**src/rtl/wwdg_pkg.sv**
```systemverilog
package wwdg_pkg;
    typedef enum logic [1:0] {
        WD_IDLE = 2'd0,
        WD_RUN  = 2'd1,
        WD_FIRE = 2'd2
    } wd_state_e;

    localparam logic SEL_CTRL = 1'b0;
    localparam logic SEL_WIN  = 1'b1;
endpackage

```
**src/rtl/wwdg_prescaler.sv**
```systemverilog
module wwdg_prescaler #(
    parameter int PRE_DIV = 4
) (
    input  logic clk_i,
    input  logic rst_ni,
    input  logic run_i,
    input  logic clr_i,
    output logic tick_o
);
    generate
        if (PRE_DIV <= 1) begin : g_nodiv
            assign tick_o = run_i;
        end else begin : g_div
            localparam int PW = $clog2(PRE_DIV);
            localparam logic [PW-1:0] LAST = PW'(PRE_DIV - 1);
            logic [PW-1:0] phase_q;

            always_ff @(posedge clk_i or negedge rst_ni) begin
                if (!rst_ni) begin
                    phase_q <= '0;
                end else if (!run_i || clr_i || phase_q == LAST) begin
                    phase_q <= '0;
                end else begin
                    phase_q <= phase_q + 1'b1;
                end
            end

            assign tick_o = run_i && (phase_q == LAST);
        end
    endgenerate
endmodule

```
**src/rtl/wwdg_refresh_check.sv**
```systemverilog
module wwdg_refresh_check #(
    parameter int CNT_W = 7
) (
    input  logic [CNT_W-1:0] cnt_i,
    input  logic [CNT_W-1:0] win_i,
    input  logic [CNT_W-1:0] new_val_i,
    output logic             early_o,
    output logic             guard_lost_o,
    output logic             at_limit_o
);
    localparam logic [CNT_W-1:0] LIMIT = CNT_W'(1) << (CNT_W - 1);

    always_comb begin
        early_o      = cnt_i > win_i;
        guard_lost_o = !new_val_i[CNT_W-1];
        at_limit_o   = cnt_i == LIMIT;
    end
endmodule

```
**src/rtl/wwdg_seq_fsm.sv**
```systemverilog
module wwdg_seq_fsm
    import wwdg_pkg::*;
#(
    parameter int CNT_W = 7
) (
    input  logic             clk_i,
    input  logic             rst_ni,
    input  logic             hw_en_i,
    input  logic             wr_en_i,
    input  logic             wr_sel_i,
    input  logic [CNT_W:0]   wr_data_i,
    input  logic             tick_i,
    input  logic             early_i,
    input  logic             guard_lost_i,
    input  logic             at_limit_i,
    output logic             run_o,
    output logic             fire_o,
    output logic             pre_clr_o,
    output logic [CNT_W-1:0] cnt_o,
    output logic [CNT_W-1:0] win_o
);
    localparam int GUARD = CNT_W - 1;

    wd_state_e        state_q, state_d;
    logic [CNT_W-1:0] cnt_q, win_q;
    logic             wr_ctrl, wr_win, arm_req;
    logic [CNT_W-1:0] load_val;

    assign wr_ctrl  = wr_en_i && (wr_sel_i == SEL_CTRL);
    assign wr_win   = wr_en_i && (wr_sel_i == SEL_WIN);
    assign arm_req  = hw_en_i || (wr_ctrl && wr_data_i[CNT_W]);
    assign load_val = wr_ctrl ? wr_data_i[CNT_W-1:0] : cnt_q;

    // next state
    always_comb begin
        state_d = state_q;
        unique case (state_q)
            WD_IDLE: begin
                if (arm_req) begin
                    state_d = load_val[GUARD] ? WD_RUN : WD_FIRE;
                end
            end
            WD_RUN: begin
                if (wr_ctrl) begin
                    state_d = (early_i || guard_lost_i) ? WD_FIRE : WD_RUN;
                end else if (tick_i && at_limit_i) begin
                    state_d = WD_FIRE;
                end
            end
            WD_FIRE: state_d = WD_IDLE;
            default: state_d = WD_IDLE;
        endcase
    end

    // state register
    always_ff @(posedge clk_i or negedge rst_ni) begin
        if (!rst_ni) begin
            state_q <= WD_IDLE;
        end else begin
            state_q <= state_d;
        end
    end

    // counter and window registers
    always_ff @(posedge clk_i or negedge rst_ni) begin
        if (!rst_ni) begin
            cnt_q <= '1;
            win_q <= '1;
        end else begin
            unique case (state_q)
                WD_FIRE: begin
                    cnt_q <= '1;
                    win_q <= '1;
                end
                WD_IDLE: begin
                    if (wr_ctrl) cnt_q <= wr_data_i[CNT_W-1:0];
                    if (wr_win)  win_q <= wr_data_i[CNT_W-1:0];
                end
                WD_RUN: begin
                    if (wr_ctrl && state_d == WD_RUN) begin
                        cnt_q <= wr_data_i[CNT_W-1:0];
                    end else if (tick_i) begin
                        cnt_q <= cnt_q - 1'b1;
                    end
                    if (wr_win) win_q <= wr_data_i[CNT_W-1:0];
                end
                default: begin
                    cnt_q <= '1;
                    win_q <= '1;
                end
            endcase
        end
    end

    // outputs
    always_comb begin
        run_o     = (state_q == WD_RUN);
        fire_o    = (state_q == WD_FIRE);
        pre_clr_o = wr_ctrl;
        cnt_o     = cnt_q;
        win_o     = win_q;
    end
endmodule

```
**src/rtl/win_watchdog.sv**
```systemverilog
module win_watchdog #(
    parameter int CNT_W   = 7,
    parameter int PRE_DIV = 4
) (
    input  logic             clk_i,
    input  logic             rst_ni,
    input  logic             hw_en_i,
    input  logic             wr_en_i,
    input  logic             wr_sel_i,
    input  logic [CNT_W:0]   wr_data_i,
    output logic             wdg_rst_o,
    output logic [CNT_W-1:0] cnt_o,
    output logic             active_o
);
    logic             tick, run, fire, pre_clr;
    logic             early, guard_lost, at_limit;
    logic [CNT_W-1:0] cnt_q, win_q;

    wwdg_prescaler #(.PRE_DIV(PRE_DIV)) u_pre (
        .clk_i  (clk_i),
        .rst_ni (rst_ni),
        .run_i  (run),
        .clr_i  (pre_clr),
        .tick_o (tick)
    );

    wwdg_refresh_check #(.CNT_W(CNT_W)) u_chkval (
        .cnt_i        (cnt_q),
        .win_i        (win_q),
        .new_val_i    (wr_data_i[CNT_W-1:0]),
        .early_o      (early),
        .guard_lost_o (guard_lost),
        .at_limit_o   (at_limit)
    );

    wwdg_seq_fsm #(.CNT_W(CNT_W)) u_fsm (
        .clk_i        (clk_i),
        .rst_ni       (rst_ni),
        .hw_en_i      (hw_en_i),
        .wr_en_i      (wr_en_i),
        .wr_sel_i     (wr_sel_i),
        .wr_data_i    (wr_data_i),
        .tick_i       (tick),
        .early_i      (early),
        .guard_lost_i (guard_lost),
        .at_limit_i   (at_limit),
        .run_o        (run),
        .fire_o       (fire),
        .pre_clr_o    (pre_clr),
        .cnt_o        (cnt_q),
        .win_o        (win_q)
    );

    assign wdg_rst_o = fire;
    assign cnt_o     = cnt_q;
    assign active_o  = run;
endmodule

```
**config.mk**
```make
export PLATFORM = sky130hd
export DESIGN_NAME = win_watchdog
export DESIGN_NICKNAME = d
export VERILOG_FILES = /design/src/rtl/wwdg_pkg.sv /design/src/rtl/wwdg_prescaler.sv /design/src/rtl/wwdg_refresh_check.sv /design/src/rtl/wwdg_seq_fsm.sv /design/src/rtl/win_watchdog.sv
export SDC_FILE = /design/constraint.sdc
export NUM_CORES = 1
export LEC_CHECK = 0
export ABC_AREA = 1
export CORE_UTILIZATION = 45
export DETAILED_ROUTE_END_ITERATION = 8
export GPL_TIMING_DRIVEN = 0
export PLACE_DENSITY_LB_ADDON = 0.25
export SYNTH_ARGS = -nofsm -noshare
export SYNTH_HDL_FRONTEND = slang
export SYNTH_SLANG_ARGS = --single-unit
```
**constraint.sdc**
```tcl
create_clock -name clk_i -period 1.7 [get_ports clk_i]
set_input_delay 0.17 -clock clk_i [delete_from_list [all_inputs] [get_ports clk_i]]
set_output_delay 0.17 -clock clk_i [all_outputs]
set_load 0.05 [all_outputs]
```
==> flow_summary.ini <==
[status]
status = finished with violations
violations = setup timing

[place]
port-buffer-count = 21
place_area_sq_um = 1615
pre_cts_slack_ns = -0.2744
dp_hpwl_mm = 2.292
gp_congestion = 0.8286

[die]
die_x_um = 55.59
rows = 19
dieArea_sq_um = 3090
start_util = 0.4728
die_y_um = 55.59
io_pins = 22
coreArea_sq_um = 2734

[worst_setup_path]
criticalPathCategory = flop to flop
reg2reg_depth = 16
path_max_fanout = 8
cp.arrival_ns = 2.21
end_kind = flop
cp.required_ns = 1.95
r2r-end = u_fsm.cnt_o[4]
reg2reg_slack_ns = -0.26
crit_path_start_kind = flop
r2r-start = u_fsm.win_o[6]

[synthesis]
synthMuxAreaShare = 0
synth_top_family_by_area = simple AND/OR/NAND/NOR gates
synth_ff_type = dfstp_2
seq_area_frac_synth = 0.3621
synthTopCellsByCount = 47 x nand2_1, 23 x nor2_1, 20 x inv_1, 17 x nand3_1
synth_cells = 176
synth-simple-area-share = 0.3253
synth-async-reset-ratio = 1.000
synth_top_area_share = 0.2846
yosys.cell_types.count = 25
synth_compound_area_frac = 0.09003
synth_most_common_cell = nand2_1
synthAdderAreaFrac = 0.09681
ys_seq_elements = 18
synth-xor-area-share = 0.03388
synth_top_cells_by_area = dfstp_2 28%, nand2_1 14%, ha_1 9.7%
syn_nets = 199
synth_area_leader_cell = dfstp_2
syn-cell-area_sq_um = 1292
yosysWarnings = 0
avgSynthCellArea_sq_um = 7.344
synth-edff-count = 0

[power_and_ir_drop]
peakVddDrop_v = 0.001624
finalPower_uw = 3865
p_leak_uw = 0.0008496
cellPowerDensity_nw_per_um2 = 2193

[clock_network]
cts_buffers = 3
cts_root_buf = clkbuf_4
cts_tree = yes
clk_latency_ns = 0.30
clk_pin_slew_worst_paths_ns = 0.11
cts_max_level = 1
clockBufferDepth = 2
cts.sinks = 18

[layout]
nets = 235
drive_above_1_share = 0.3412
final_area_sq_um = 1763
syn_to_final_growth_pct = 36.40
antennaDiodeCount = 0

[global_routing]
grt_use_total = 0.2284
antenna_found_initial = 0
grt_pass1_vias = 1180
grt_max_degree = 19
grt_pass1_wl_mm = 5.485
overflow = 0

[timing]
clock_skew_ns = 0.002137
maxSlewViolCount = 0
max_freq_mhz = 510.7
finalWorstSetupSlack_ns = -0.2580
worstMarginPinSlew_ns = 0.8150
rsz0062_at_grt = true
fin_crit_sh = 1.152
worst_hold_slack_ns = 0.3301
finalCriticalPeriod_ns = 1.958
setup_tns_ns = -1.957
setup-violations-final = 8
slew_headroom = 0.4549
finalHoldViolations = 0

[min_path]
hp-class = primary input to asynchronous set/reset pin

[route]
wl_per_cell_um = 13.79
vias_per_cell = 5.165
drcViolationCount = 0
ant_nets = 0
routed_wl_mm = 3.337
drtIter0Drc = 66
num_vias = 1250
dr.pass1.iters = 4

[flow_run]
cap_violations = 0
[layout make-up]
class | count | area [sq um]
Buffer | 3 | 38.79
Multi-Input combinational cell | 132 | 809.5
Fill cell | 234 | 970.9
Clock buffer | 4 | 36.28
Timing Repair Buffer | 31 | 267.8
Sequential cell | 18 | 483.0
Tap cell | 31 | 38.79
Inverter | 23 | 88.84
[placed cells by master (no fill, tap or decap), drive strengths merged]
master | netlist | routed
nand2 | 51 | 51
nor2 | 24 | 24
inv | 23 | 23
nand3 | 19 | 19
o21ai | 16 | 16
dfstp | 14 | 14
clkdlybuf4s50 | 0 | 12
buf | 1 | 12
ha | 10 | 10
clkbuf | 2 | 8
dlygate4sd2 | 0 | 4
dfrtp | 4 | 4
a21oi | 3 | 3
xor2 | 3 | 3
xnor2 | 2 | 2
clkdlybuf4s15 | 0 | 2
a21o | 1 | 1
nand4 | 1 | 1
o22ai | 1 | 1
nor3 | 1 | 1
[stage by stage]
step | utilization | cells
after floorplan | - | 176
after global placement | 0.5908 | 228
after detailed placement | 0.5908 | 228
after CTS | 0.6316 | 240
after global routing | 0.6449 | 242
final | 0.6449 | 242
[worst max-delay path: stages (launching register included)]
cell and delay [ns]:
dfstp_2 0.54, inv_2 0.05, ha_4 0.27, nand2_4 0.05, nor2_2 0.12, nand2_1 0.07, nand2_1 0.07, nand2_2 0.06
nand2_2 0.09, nand2_2 0.06, nand2_2 0.08, nand2_4 0.10, nand2_4 0.12, nand2_1 0.06, nand3_1 0.06, nand2_1 0.05
nand2_1 0.06
[power by group]
group | switching, uW | internal [uW] | total, uW
clock network | 145 | 131 | 275
registers | 199 | 786 | 986
logic | 1580 | 1020 | 2600
[logic make-up (layout without fill, tap and decap cells)]
logic type / count (synthesis) / in the layout
buf+inv: 26 / 61
fa+ha+maj: 10 / 10
simple gates: 96 / 96
xor+xnor: 5 / 5
compound gates: 21 / 21
flops: 18 / 18
[timing repair]
action / in CTS / in global routing
pin swaps: 4 / 8
setup buffers: 8 / 2
gates resized for setup: 21 / 19
endpoints found under the setup margin: 16 / 11
hold buffers: 0 / 0
[flip-flops by register name (all words and copies together) (netlist names)]
signal / cells
u_fsm.win_o: 7
u_fsm.cnt_o: 7
u_pre.g_div.phase_q: 2
u_fsm.state_q: 2
[worst max path at each step]
| stage | start | end | slack [ns] | cells past startpoint |
|---|---|---|---|---|
| global placement | u_fsm.cnt_o[4] | u_fsm.cnt_o[1] | -0.26 | 15 |
| CTS | u_fsm.cnt_o[4] | u_fsm.cnt_o[6] | -0.24 | 14 |
| finish | u_fsm.win_o[6] | u_fsm.cnt_o[4] | -0.26 | 16 |
| floorplan | u_fsm.cnt_o[4] | u_fsm.cnt_o[0] | -0.20 | 15 |
| global route | u_fsm.win_o[6] | u_fsm.cnt_o[2] | -0.39 | 16 |
| detailed placement | u_fsm.cnt_o[4] | u_fsm.cnt_o[3] | -0.27 | 15 |
[metal layers]
layer  global-route usage  share of wire
met5                    0              0
met3              0.05116          0.039
met4              0.04643         0.0051
met2               0.3907           0.50
met1               0.2969           0.46
No activity file was read; power rests on OpenSTA's default activity.
